**config.mk**
```make
export PLATFORM = sky130hd
export DESIGN_NAME = vm_walk2
export DESIGN_NICKNAME = d
export VERILOG_FILES = /design/src/rtl/vmw_pkg.sv /design/src/rtl/vmw_priv_sel.sv /design/src/rtl/vmw_leaf_check.sv /design/src/rtl/vmw_result_form.sv /design/src/rtl/vm_walk2.sv
export SDC_FILE = /design/constraint.sdc
export NUM_CORES = 1
export LEC_CHECK = 0
export ABC_AREA = 1
export BUFFER_PORTS_ARGS = -buffer_cell sky130_fd_sc_hd__clkbuf_2
export CAP_MARGIN = 20
export CORE_MARGIN = 8
export CORE_UTILIZATION = 30
export DETAILED_ROUTE_END_ITERATION = 7
export PLACE_DENSITY_LB_ADDON = 0.15
export SLEW_MARGIN = 20
export SYNTH_ARGS = -nofsm -noshare
export SYNTH_HDL_FRONTEND = slang
export SYNTH_HIERARCHICAL = 1
export SYNTH_SLANG_ARGS = --single-unit
```
**constraint.sdc**
```tcl
create_clock -name clk -period 3 [get_ports clk]
set_clock_uncertainty 0.05 [all_clocks]
set_input_delay 0.3 -clock clk [delete_from_list [all_inputs] [get_ports clk]]
set_output_delay 0.3 -clock clk [all_outputs]
set_load 0.02 [all_outputs]
```
**src/rtl/vmw_pkg.sv**
```systemverilog
package vmw_pkg;
  localparam logic [1:0] KIND_LOAD  = 2'd0;
  localparam logic [1:0] KIND_STORE = 2'd1;
  localparam logic [1:0] KIND_FETCH = 2'd2;

  localparam logic [1:0] PRIV_U = 2'd0;
  localparam logic [1:0] PRIV_S = 2'd1;
  localparam logic [1:0] PRIV_M = 2'd3;

  // entry flag positions (memory format)
  localparam int B_V = 0;
  localparam int B_R = 1;
  localparam int B_W = 2;
  localparam int B_X = 3;
  localparam int B_U = 4;
  localparam int B_A = 6;
  localparam int B_D = 7;
  localparam int PPN_LSB = 10;
endpackage

```
**src/rtl/vmw_priv_sel.sv**
```systemverilog
module vmw_priv_sel
  import vmw_pkg::*;
(
  input  logic [1:0] priv,
  input  logic       mprv,
  input  logic [1:0] mpp,
  input  logic [1:0] kind,
  input  logic       paged,
  output logic [1:0] eff_priv,
  output logic       bypass
);
  always_comb begin
    eff_priv = priv;
    if (priv == PRIV_M && kind != KIND_FETCH && mprv)
      eff_priv = mpp;
    bypass = !paged || (eff_priv == PRIV_M);
  end
endmodule

```
**src/rtl/vmw_leaf_check.sv**
```systemverilog
module vmw_leaf_check
  import vmw_pkg::*;
#(
  parameter int IDX_W = 10
) (
  input  logic             fr,
  input  logic             fw,
  input  logic             fx,
  input  logic             fu,
  input  logic [IDX_W-1:0] ppn_lo,
  input  logic             first_lvl,
  input  logic [1:0]       kind,
  input  logic [1:0]       priv,
  input  logic             sum,
  input  logic             mxr,
  output logic             fault
);
  logic reserved, user_bad, sup_bad, misaligned, perm_bad;

  always_comb begin
    reserved   = fw && !fr;
    user_bad   = fu && (priv != PRIV_U) && (!sum || kind == KIND_FETCH);
    sup_bad    = !fu && (priv != PRIV_S);
    misaligned = first_lvl && (|ppn_lo);
    unique case (kind)
      KIND_LOAD:  perm_bad = !(fr || (fx && mxr));
      KIND_STORE: perm_bad = !fw;
      KIND_FETCH: perm_bad = !fx;
      default:    perm_bad = !fr;
    endcase
    fault = reserved || user_bad || sup_bad || misaligned || perm_bad;
  end
endmodule

```
**src/rtl/vmw_result_form.sv**
```systemverilog
module vmw_result_form
  import vmw_pkg::*;
#(
  parameter int VA_W  = 32,
  parameter int OFF_W = 12,
  parameter int IDX_W = 10,
  parameter int PPN_W = 22,
  parameter int PA_W  = 34
) (
  input  logic [PPN_W-1:0] ppn,
  input  logic             fr,
  input  logic             fw,
  input  logic             fx,
  input  logic             fd,
  input  logic [VA_W-1:0]  vaddr,
  input  logic             first_lvl,
  input  logic [1:0]       kind,
  input  logic             mxr,
  output logic [PA_W-1:0]  paddr,
  output logic             gr,
  output logic             gw,
  output logic             gx
);
  logic [PPN_W-1:0] frame;

  always_comb begin
    frame = ppn;
    if (first_lvl)
      frame[IDX_W-1:0] = vaddr[OFF_W +: IDX_W];
    paddr = {frame, vaddr[OFF_W-1:0]};
    gr = fr || (fx && mxr);
    gx = fx;
    gw = fw && (kind == KIND_STORE || fd);
  end
endmodule

```
**src/rtl/vm_walk2.sv**
```systemverilog
module vm_walk2
  import vmw_pkg::*;
#(
  parameter int VA_W  = 32,
  parameter int OFF_W = 12,
  parameter int IDX_W = 10,
  parameter int PA_W  = 34,
  parameter int PTE_W = 32,
  localparam int PPN_W = PA_W - OFF_W
) (
  input  logic             clk,
  input  logic             rst,
  input  logic             req_valid,
  output logic             req_ready,
  input  logic [VA_W-1:0]  req_vaddr,
  input  logic [1:0]       req_kind,
  input  logic             cfg_paged,
  input  logic [PPN_W-1:0] cfg_root_ppn,
  input  logic [1:0]       cfg_priv,
  input  logic             cfg_sum,
  input  logic             cfg_mxr,
  input  logic             cfg_mprv,
  input  logic [1:0]       cfg_mpp,
  output logic             mem_req_valid,
  input  logic             mem_req_ready,
  output logic             mem_req_write,
  output logic [PA_W-1:0]  mem_req_addr,
  output logic [PTE_W-1:0] mem_req_wdata,
  output logic [PTE_W-1:0] mem_req_cmp,
  input  logic             mem_rsp_valid,
  input  logic             mem_rsp_err,
  input  logic [PTE_W-1:0] mem_rsp_data,
  output logic             res_valid,
  output logic             res_fault,
  output logic [PA_W-1:0]  res_paddr,
  output logic             res_r,
  output logic             res_w,
  output logic             res_x
);
  localparam int ENT_SH = $clog2(PTE_W / 8);
  localparam logic [PTE_W-1:0] AD_MASK = (PTE_W'(1) << B_A) | (PTE_W'(1) << B_D);

  typedef enum logic [2:0] {
    ST_IDLE, ST_RD_REQ, ST_RD_WAIT, ST_CAS_REQ, ST_CAS_WAIT
  } st_e;

  st_e              st;
  logic [VA_W-1:0]  vaddr_q;
  logic [1:0]       kind_q;
  logic [1:0]       priv_q;
  logic             sum_q, mxr_q;
  logic [PPN_W-1:0] root_q, base_q;
  logic             first_q;
  logic [PTE_W-1:0] pte_q, new_pte_q;

  logic [1:0]       eff_priv;
  logic             bypass;
  logic [IDX_W-1:0] cur_idx;
  logic             leaf_fault;
  logic [PTE_W-1:0] fin_pte, upd_pte;
  logic [PA_W-1:0]  fin_paddr;
  logic             fin_r, fin_w, fin_x;
  logic             rsp_ptr, need_upd;

  vmw_priv_sel u_priv (
    .priv(cfg_priv), .mprv(cfg_mprv), .mpp(cfg_mpp), .kind(req_kind),
    .paged(cfg_paged), .eff_priv(eff_priv), .bypass(bypass)
  );

  vmw_leaf_check #(.IDX_W(IDX_W)) u_leaf (
    .fr(mem_rsp_data[B_R]), .fw(mem_rsp_data[B_W]), .fx(mem_rsp_data[B_X]),
    .fu(mem_rsp_data[B_U]), .ppn_lo(mem_rsp_data[PPN_LSB +: IDX_W]),
    .first_lvl(first_q), .kind(kind_q), .priv(priv_q), .sum(sum_q),
    .mxr(mxr_q), .fault(leaf_fault)
  );

  assign fin_pte = (st == ST_CAS_WAIT) ? new_pte_q : mem_rsp_data;

  vmw_result_form #(
    .VA_W(VA_W), .OFF_W(OFF_W), .IDX_W(IDX_W), .PPN_W(PPN_W), .PA_W(PA_W)
  ) u_form (
    .ppn(fin_pte[PPN_LSB +: PPN_W]), .fr(fin_pte[B_R]), .fw(fin_pte[B_W]),
    .fx(fin_pte[B_X]), .fd(fin_pte[B_D]), .vaddr(vaddr_q), .first_lvl(first_q),
    .kind(kind_q), .mxr(mxr_q), .paddr(fin_paddr), .gr(fin_r), .gw(fin_w), .gx(fin_x)
  );

  always_comb begin
    cur_idx   = first_q ? vaddr_q[OFF_W+IDX_W +: IDX_W] : vaddr_q[OFF_W +: IDX_W];
    rsp_ptr   = !(mem_rsp_data[B_R] || mem_rsp_data[B_W] || mem_rsp_data[B_X]);
    upd_pte   = mem_rsp_data | (PTE_W'(1) << B_A)
              | ((kind_q == KIND_STORE) ? (PTE_W'(1) << B_D) : '0);
    need_upd  = (upd_pte != mem_rsp_data);
  end

  assign req_ready     = (st == ST_IDLE) && !res_valid;
  assign mem_req_valid = (st == ST_RD_REQ) || (st == ST_CAS_REQ);
  assign mem_req_write = (st == ST_CAS_REQ);
  assign mem_req_addr  = {base_q, {OFF_W{1'b0}}} + PA_W'({cur_idx, {ENT_SH{1'b0}}});
  assign mem_req_wdata = new_pte_q;
  assign mem_req_cmp   = pte_q;

  always_ff @(posedge clk) begin
    if (rst) begin
      st        <= ST_IDLE;
      vaddr_q   <= '0;
      kind_q    <= '0;
      priv_q    <= '0;
      sum_q     <= 1'b0;
      mxr_q     <= 1'b0;
      root_q    <= '0;
      base_q    <= '0;
      first_q   <= 1'b1;
      pte_q     <= '0;
      new_pte_q <= '0;
      res_valid <= 1'b0;
      res_fault <= 1'b0;
      res_paddr <= '0;
      res_r     <= 1'b0;
      res_w     <= 1'b0;
      res_x     <= 1'b0;
    end else begin
      res_valid <= 1'b0;
      unique case (st)
        ST_IDLE: begin
          if (req_valid && req_ready) begin
            vaddr_q <= req_vaddr;
            kind_q  <= req_kind;
            priv_q  <= eff_priv;
            sum_q   <= cfg_sum;
            mxr_q   <= cfg_mxr;
            root_q  <= cfg_root_ppn;
            base_q  <= cfg_root_ppn;
            first_q <= 1'b1;
            if (bypass) begin
              res_valid <= 1'b1;
              res_fault <= 1'b0;
              res_paddr <= PA_W'(req_vaddr);
              res_r     <= 1'b1;
              res_w     <= 1'b1;
              res_x     <= 1'b1;
            end else begin
              st <= ST_RD_REQ;
            end
          end
        end
        ST_RD_REQ:  if (mem_req_ready) st <= ST_RD_WAIT;
        ST_CAS_REQ: if (mem_req_ready) st <= ST_CAS_WAIT;
        ST_RD_WAIT: begin
          if (mem_rsp_valid) begin
            pte_q <= mem_rsp_data;
            if (mem_rsp_err || !mem_rsp_data[B_V] || (rsp_ptr && !first_q)
                || (!rsp_ptr && leaf_fault)) begin
              st <= ST_IDLE;
              res_valid <= 1'b1;
              res_fault <= 1'b1;
              res_paddr <= '0;
              {res_r, res_w, res_x} <= 3'b000;
            end else if (rsp_ptr) begin
              base_q  <= mem_rsp_data[PPN_LSB +: PPN_W];
              first_q <= 1'b0;
              st      <= ST_RD_REQ;
            end else if (need_upd) begin
              new_pte_q <= upd_pte;
              st        <= ST_CAS_REQ;
            end else begin
              st <= ST_IDLE;
              res_valid <= 1'b1;
              res_fault <= 1'b0;
              res_paddr <= fin_paddr;
              {res_r, res_w, res_x} <= {fin_r, fin_w, fin_x};
            end
          end
        end
        ST_CAS_WAIT: begin
          if (mem_rsp_valid) begin
            if (mem_rsp_err) begin
              st <= ST_IDLE;
              res_valid <= 1'b1;
              res_fault <= 1'b1;
              res_paddr <= '0;
              {res_r, res_w, res_x} <= 3'b000;
            end else if (mem_rsp_data != pte_q) begin
              base_q  <= root_q;
              first_q <= 1'b1;
              st      <= ST_RD_REQ;
            end else begin
              st <= ST_IDLE;
              res_valid <= 1'b1;
              res_fault <= 1'b0;
              res_paddr <= fin_paddr;
              {res_r, res_w, res_x} <= {fin_r, fin_w, fin_x};
            end
          end
        end
        default: st <= ST_IDLE;
      endcase
    end
  end

  // memory request held until accepted
  a_r13_req_hold: assert property (@(posedge clk) disable iff (rst)
    mem_req_valid && !mem_req_ready |=>
      mem_req_valid && $stable(mem_req_addr) && $stable(mem_req_write));

  // result is a single-cycle pulse
  a_r13_res_pulse: assert property (@(posedge clk) disable iff (rst)
    res_valid |=> !res_valid);

  // no new request accepted while memory traffic is outstanding
  a_r13_busy: assert property (@(posedge clk) disable iff (rst)
    mem_req_valid |-> !req_ready);

  // a fault grants nothing
  a_r13_fault_no_grant: assert property (@(posedge clk) disable iff (rst)
    res_valid && res_fault |-> !(res_r || res_w || res_x));

  // reserved encodings never reach a write grant without read
  a_r6_w_needs_r: assert property (@(posedge clk) disable iff (rst)
    res_valid && !res_fault && res_w |-> res_r);

  // swap only changes A/D and always sets A
  a_r10_swap_ad_only: assert property (@(posedge clk) disable iff (rst)
    mem_req_valid && mem_req_write |->
      (((mem_req_wdata ^ mem_req_cmp) & ~AD_MASK) == '0) && mem_req_wdata[B_A]);
endmodule

```
# Word level (Yosys, flattened, before mapping)
# Cells that the tools add are included.
# word_totals
ff_bits,189
out_inout_bits,140
word_cells,187
# classes
n_addsub,1
eq_ne,26
muxes,90
bitwise_logic,2
reduce_logical,51
# op_table
operator,n
34-bit 2-to-1 mux,9
22-bit 2-to-1 mux,7
34-bit one-hot mux with 3 select lines,1
22-bit one-hot mux with 3 select lines,1
32-bit != test,2
1-bit 2-to-1 mux,50
34-bit by 12-bit adder with 34-bit output,1
32-bit 2-to-1 mux,1
32-bit by 8-bit OR with 32-bit output,1
1-bit one-hot mux with 3 select lines,7
10-bit 2-to-1 mux,2
2-bit != test (second input constant),10
3-bit 2-to-1 mux,6
8-bit AND reduction,2
1-bit logical OR,15
3-bit one-hot mux with 5 select lines,1
1-bit logical AND,14
1-bit zero test,11
10-bit OR reduction,1
3-bit != test (second input constant),3
2-bit 2-to-1 mux,4
8-bit 2-to-1 mux,1
2-bit == test (second input constant),3
3-bit by 2-bit == test with 1-bit output (second input constant),2
other kinds (12),15

# Longest topological paths before layout
# Gate-level depths: netlist (run 1).
# logic_depth
ltp_word,12
mapped_depth,18

# Cells and area by module
# The synthesis (run 1) kept the hierarchy.
# by_module_without_submodules
mod,n_inst,cells_each,area_each_um2,seq_area_each_um2
vm_walk2,1,1398,9247.6,3783.6
vmw_result_form,1,63,400.4,0.0
vmw_leaf_check,1,33,133.9,0.0
vmw_priv_sel,1,13,55.1,0.0

# Worst setup path before layout (run 1)
# No wires, ideal clock.
# synth_path
path_kind,reg2reg
from,reg kind_q[0]
to,reg first_q
arrival_ns,1.789
setup_slack_ns,1.032
stages_incl_launch_ff,18
period_less_slack_ns,1.968
cell_sequence,dfxtp_1 -> inv_2 -> nand2_1 -> nand2_1 -> nand2_1 -> inv_1 -> nor2_1 -> nand3_1 -> nand2_1 -> o21ai_1 -> nor2_1 -> buf_2 -> a21oi_1 -> nor2_4 -> buf_2 -> nand2_1 -> nand2_1 -> nand3_1
# synth_via
elab_chain_len,11
elab_cells_between_ends,14
# synth_rtl
item,line_no,source
start: declaration,vm_walk2.sv:49,logic [1:0] kind_q;
start signal: assignment,vm_walk2.sv:127,kind_q <= req_kind;
2-bit == test,"vmw_leaf_check.sv:22, vmw_leaf_check.sv:25",
1-bit logical OR,vmw_leaf_check.sv:22,user_bad = fu && (priv != PRIV_U) && (!sum || kind == KIND_FETCH);
1-bit logical AND,vmw_leaf_check.sv:22,
1-bit logical OR (3 in a row),vmw_leaf_check.sv:31,fault = reserved || user_bad || sup_bad || misaligned || perm_bad;
1-bit logical OR *,vmw_leaf_check.sv:31,
via leaf_fault,vm_walk2.sv:59,logic leaf_fault;
1-bit logical AND *,vm_walk2.sv:152,|| (!rsp_ptr && leaf_fault)) begin
1-bit logical OR *,vm_walk2.sv:152,
2-bit != test (no source line) *,n/a,
8-bit AND reduction (no source line) *,n/a,
end signal: assignment,vm_walk2.sv:133,first_q <= 1'b1;
end signal: assignment,vm_walk2.sv:160,first_q <= 1'b0;
end signal: assignment,vm_walk2.sv:184,first_q <= 1'b1;
end: declaration,vm_walk2.sv:53,logic first_q;
# Mark *: on every way through the listed nets, which the timed path passes. The rest lies on a longest branch.
# A chain may end at the register's enable or synchronous reset.

# Worst setup path after layout (run 1)
# layout_path
from,reg st[1]
to,reg base_q[10]
# layout_via
elab_chain_len,5
elab_cells_between_ends,15
# layout_rtl
item,line_no,source
start: declaration,vm_walk2.sv:47,st_e st;
start signal: assignment,vm_walk2.sv:104,st <= ST_IDLE;
start signal: assignment,vm_walk2.sv:142,st <= ST_RD_REQ;
start signal: assignment,vm_walk2.sv:146,ST_RD_REQ: if (mem_req_ready) st <= ST_RD_WAIT;
3-bit zero test,"vm_walk2.sv:95, vm_walk2.sv:123",
1-bit logical AND,vm_walk2.sv:95,assign req_ready = (st == ST_IDLE) && !res_valid;
1-bit logical AND,vm_walk2.sv:125,if (req_valid && req_ready) begin
2-bit by 1-bit != test with 1-bit output (no source line),n/a,
8-bit AND reduction (no source line),n/a,
end signal: assignment,vm_walk2.sv:132,base_q <= cfg_root_ppn;
end signal: assignment,vm_walk2.sv:159,base_q <= mem_rsp_data[PPN_LSB +: PPN_W];
end signal: assignment,vm_walk2.sv:183,base_q <= root_q;
end: declaration,vm_walk2.sv:52,"logic [PPN_W-1:0] root_q, base_q;"
# Parallel ways exist; a longest one is shown, timed or not.

==> results of run 1 <==
-- path summary, 6_finish.rpt --
path / cells after the start / end
setup / recovery: 9 / base_q[10]
hold reg to reg: 2 / root_q[14]
setup reg to reg: 9 / base_q[10]
hold / removal: 3 / sum_q
-- layer usage --
metal | up-vias | global-route usage (%) | wire length [um]
met2 | 269 | 30.1 | 16800
met4 | 2 | 4.74 | 567
li1 | 5162 | - | -
met3 | 31 | 5.52 | 2610
met5 | - | 0 | 9
met1 | 4544 | 24.8 | 17200
-- cells in the mapped netlist, drive strengths merged --
cell type    n
a221oi      19
xnor2       23
conb         1
nor2       235
inv        152
nor3         1
clkbuf      64
a21oi      192
o21ai      122
o22ai        3
and2         1
dfxtp      189
a21o         1
buf         69
nand3      173
nand2      262
-- worst max-delay path, delay by kind of cell, from the launching register on --
kind | cells | cell delay, ns
simple gates | 6 | 0.61
flops | 1 | 0.44
buf+inv | 3 | 1.50
-- stage by stage --
step	instances	cell area (um2)
floorplan	1508	9840
global placement	2089	11200
detailed placement	2090	11300
CTS	2121	11800
global route	2121	11900
finish	2122	11900
-- logic make-up (layout without fill, tap and decap cells) --
kind of cell,count (synthesis),in the layout,synth area share (%)
and+or+nand+nor,672,672,28.4
buffers and inverters,285,456,12.7
other,1,3,0.0381
AOI/OAI and AO/OA,337,337,18.4
xor gates and xnor gates,23,23,2.05
DFF,189,189,38.5
-- flip-flops by register name, indices dropped and copies added (netlist names), 2 cells and up --
name / count
base_q: 22
kind_q: 2
mem_req_cmp: 32
mem_req_wdata: 32
priv_q: 2
res_paddr: 34
root_q: 22
st: 3
vaddr_q: 32
-- area by class of cell --
class / count / area, um2 / area share [%]
repair buffers: 273 / 1530 / 12.9
clock buffers: 18 / 439 / 3.70
multi-input cells: 1034 / 4830 / 40.8
clock inverters: 13 / 141 / 1.19
well taps: 442 / 553 / 4.67
flip-flops and latches: 189 / 3780 / 31.9
inverters: 152 / 573 / 4.83
diodes: 1 / 2.50 / 0.0211
-- report_power, final --
group	internal (uW)	switching, uW	total, uW	leakage [uW]
Clock	1250	1080	2330	0.000279
Sequential	3060	293	3360	0.00155
Combinational	1280	2550	3840	0.00361
Total	5600	3920	9520	0.00544
==> results.yml, run 1 <==
finish:
  syn_to_final_growth_pct: 20.5
  drive_above_1_share_pct: 20.0
  layout_common_cells: "nand2_1, clkbuf_2, nor2_1"
  fillers: 3569
  nets: 1769
  final_core_util_pct: 36.5
  layout_commonest_cell: "nand2_1"
worst_setup_path:
  worstSetupPathType: "reg -> reg"
  crit_required_ns: 3.29
  cpMaxStageDelayCell: "buf_4"
  crit_chain: "nor2_2, nand2_2, buf_4, inv_2, nand3_2, buf_4, nand3_1, nand2_1, nor2_1"
  rrSetupSlack_ns: 0.23
  crit_path_start: "st[1]"
  worst-endpoint-arrival_ns: 3.06
  worst_setup_path_end_kind: "register"
  max_stage_delay_ns: 0.62
  cp_common_cell: "buf_4"
  r2r-start: "st[1]"
  startpoint_type: "register"
  path_max_fanout: 77
clock_tree:
  htreeDepth: 4
  clk_pin_slew_worst_paths_ns: 0.07
  clock-sinks: 189
  clk_path_buf_depth: 2
  clock_latency_ns: 0.45
  cts_tree: "yes"
  post_cts.repair.setup_buffers: 0
  hold_buffers: 0
  cts_root_buffer: "clkbuf_16"
  cts_resized: 0
  cts_made_buffers: 17
sta:
  slew_headroom_pct: 45.1
  setup_tns_ns: 0
  rsz0062_at_grt: "no"
  hold_ws_ns: 0.0502
  slew_viol_final: 0
  setup_viol: 0
  fin_crit_ns: 2.77
  max_freq_mhz: 362
  tightest_slew_ns: 0.823
  fin_crit_sh_pct: 92.2
  final_hold_viol_count: 0
  setup_slack_ns: 0.235
routing:
  postRouteAntennaNets: 0
  drtIter0Drc: 652
  routed_wirelength_um: 37200
  drt_first_pass_iters: 5
  avgRoutedWirePerCell_um: 17.5
  dr_total_vias: 10000
  drc: 0
  vias_per_cell: 4.72
placement:
  dp_hpwl_um: 26500
  port_buffers: 239
  pre_cts_ws_ns: 0.274
  place.gp.congestion: 0.836
min_path:
  hold_path.class: "in -> reg"
  hold_path.startpoint: "cfg_sum"
logic_synthesis:
  synth_seq_cells: 189
  synth_warnings: 6
  syn_inst: 1507
  synthesis.area_um2: 9840
  synthDistinctLibCells: 28
  synth_top_area_cell: "dfxtp_1"
  seq_area_frac_synth_pct: 38.5
  synth_top_area_share_pct: 38.5
  synth_area_leaders: "dfxtp_1, nand2_1, a21oi_1"
  synth_area_per_cell_um2: 6.53
power_and_ir_drop:
  peakVddDrop_mv: 0.500
  p_leak_uw: 0.00544
  p_total_uw: 9520
  power_density_nw_per_um2: 803
die:
  num_io_pins: 242
  die_w_um: 197
  die-area_um2: 38800
  core_area_um2: 32500
  num_rows: 66
  die_h_um: 197
  initial_core_util_pct: 30.3
global_route:
  overflow: 0
  antenna_found_initial: 2
  grt_usage_pct: 18.9
  grt_pass1_wl_um: 56800
  grt_pass1_vias: 9667
  grt_max_degree: 116
run:
  drv_cap: 0
run_status:
  status: "finished clean"
Power figures use the tool's default switching activity.
==> run 2, diff against run 1 <==
--- a/config.mk
+++ b/config.mk
@@ -9,7 +9,7 @@
 export BUFFER_PORTS_ARGS = -buffer_cell sky130_fd_sc_hd__clkbuf_2
 export CAP_MARGIN = 20
 export CORE_MARGIN = 8
-export CORE_UTILIZATION = 30
+export CORE_UTILIZATION = 39
 export DETAILED_ROUTE_END_ITERATION = 7
 export PLACE_DENSITY_LB_ADDON = 0.15
 export SLEW_MARGIN = 20
==> results.yml, run 2 (synthesized netlist as in run 1, its figures left out) <==
finish:
  nets: 1760
  layout_common_cells: "nand2_1, clkbuf_2, nor2_1"
  layout_commonest_cell: "nand2_1"
  fin_area_um2: 11700
  final_cells: 2001
  final_core_util_pct: 46.7
  fillers: 2652
  drive_above_1_share_pct: 19.6
  ff_latch_area_um2: 3780
  largest_reg_flops: 34
  n_antenna_cell: 0
  syn_to_final_growth_pct: 18.6
  regMostFlops: "res_paddr"
  multiInputGateArea_um2: 4830
clock_tree:
  cts_tree: "yes"
  hold_buffers: 0
  htreeDepth: 4
  clock-sinks: 189
  clk_path_buf_depth: 2
  clock_latency_ns: 0.43
  cts_resized: 0
  cts_root_buffer: "clkbuf_16"
  cts_made_buffers: 17
  clk_pin_slew_worst_paths_ns: 0.08
  post_cts.repair.setup_buffers: 0
sta:
  max_freq_mhz: 429
  slew_headroom_pct: 50.4
  fin_crit_sh_pct: 77.7
  slew_viol_final: 0
  rsz0062_at_grt: "no"
  fin_crit_ns: 2.33
  hold_ws_ns: 0.0735
  final_hold_viol_count: 0
  tightest_slew_ns: 0.745
  setup_tns_ns: 0
  setup_viol: 0
die:
  num_io_pins: 242
  num_rows: 58
  die_w_um: 175
  initial_core_util_pct: 39.4
  core_area_um2: 25000
  die_h_um: 175
  die-area_um2: 30600
placement:
  place_inst: 1969
  dp_hpwl_um: 24100
  port_buffers: 239
  place.gp.congestion: 0.876
  place_area_um2: 11000
routing:
  vias_per_cell: 5.05
  dr_total_vias: 10100
  drt_first_pass_iters: 5
  avgRoutedWirePerCell_um: 17.2
  routed_wirelength_um: 34400
  postRouteAntennaNets: 0
  drc: 0
  drtIter0Drc: 831
worst_setup_path:
  worst_setup_path_end_kind: "register"
  path_max_fanout: 58
  worstSetupPathType: "reg -> reg"
  worst-endpoint-arrival_ns: 2.57
  crit_required_ns: 3.24
  reg2reg_depth: 17
  startpoint_type: "register"
global_route:
  overflow: 0
  grt_pass1_wl_um: 53300
  antenna_found_initial: 0
  grt_max_degree: 79
  grt_pass1_vias: 9440
  grt_usage_pct: 21.8
power_and_ir_drop:
  p_leak_uw: 0.00540
  peakVddDrop_mv: 0.355
  power_density_nw_per_um2: 811
min_path:
  min_path_cells: 3
  hold_path.class: "in -> reg"
run_status:
  status: "finished clean"
run:
  drv_cap: 0
## run 2: changes by cell type in the layout (fill, tap and decap cells not counted)
| cell | previous run | this run |
|---|---|---|
| buf_12 | 6 | 5 |
| buf_4 | 27 | 20 |
| buf_6 | 1 | 0 |
| bufinv_16 | 2 | 0 |
| clkbuf_8 | 1 | 0 |
| clkinv_2 | 3 | 0 |
| clkinv_4 | 3 | 1 |
| clkinv_8 | 0 | 7 |
| clkinvlp_4 | 3 | 2 |
| diode_2 | 1 | 0 |
| inv_12 | 0 | 1 |
| inv_6 | 2 | 3 |
| inv_8 | 0 | 1 |
## run 2: through the flow
| stage | setup WS [ns] | total power [uW] |
|---|---|---|
| 4_1_cts | 0.667 | 9540 |
| 6_report | 0.669 | 9460 |
| 3_5_place_dp | 0.577 | 7210 |
| 5_1_grt | 0.375 | 10100 |
| 3_3_place_gp | 0.602 | 7160 |
| 2_1_floorplan | 1.03 | 6190 |
## run 2: worst paths after layout
| check | start | end | slack (ns) |
|---|---|---|---|
| max | kind_q[0] | mem_req_wdata[27] | 0.67 |
| min | cfg_sum | sum_q | 0.07 |
| max reg2reg | kind_q[0] | mem_req_wdata[27] | 0.67 |
| min reg2reg | mem_req_wdata[0] | mem_req_wdata[0] | 0.40 |
## run 2: critical path, cell delays in order (launching register included)
cell and delay (ns):
dfxtp_1 0.43, inv_2 0.07, nand2_1 0.06, nand2_1 0.05, nand2_1 0.05, inv_1 0.04
nor2_1 0.13, nand3_1 0.09, nand2_1 0.08, o21ai_1 0.09, nor2_4 0.11, nand2_1 0.10
nor2_2 0.08, buf_4 0.15, nand2_2 0.04, buf_4 0.30, o21ai_0 0.21, a21oi_1 0.06
## run 2: layout make-up
class | count | area share [%]
multi-input combinational | 1034 | 41.4
tap | 330 | 3.54
clock inverter | 15 | 1.64
inverter | 152 | 4.91
timing repair buffer | 264 | 12.4
clock buffer | 17 | 3.65
sequential | 189 | 32.4
## run 2: report_power, final
group | internal, uW | total [uW] | switching (uW)
Combinational | 1250 | 3760 | 2510
Clock | 1140 | 2340 | 1200
Sequential | 3060 | 3360 | 294
## run 2: routing by layer
metal	up-vias	track usage, %	part of all wire, %
li1	5144	-	-
met1	4597	29.0	45
met2	332	34.8	46
met3	32	5.27	7.2
met4	0	5.90	1.7
met5	-	0	0
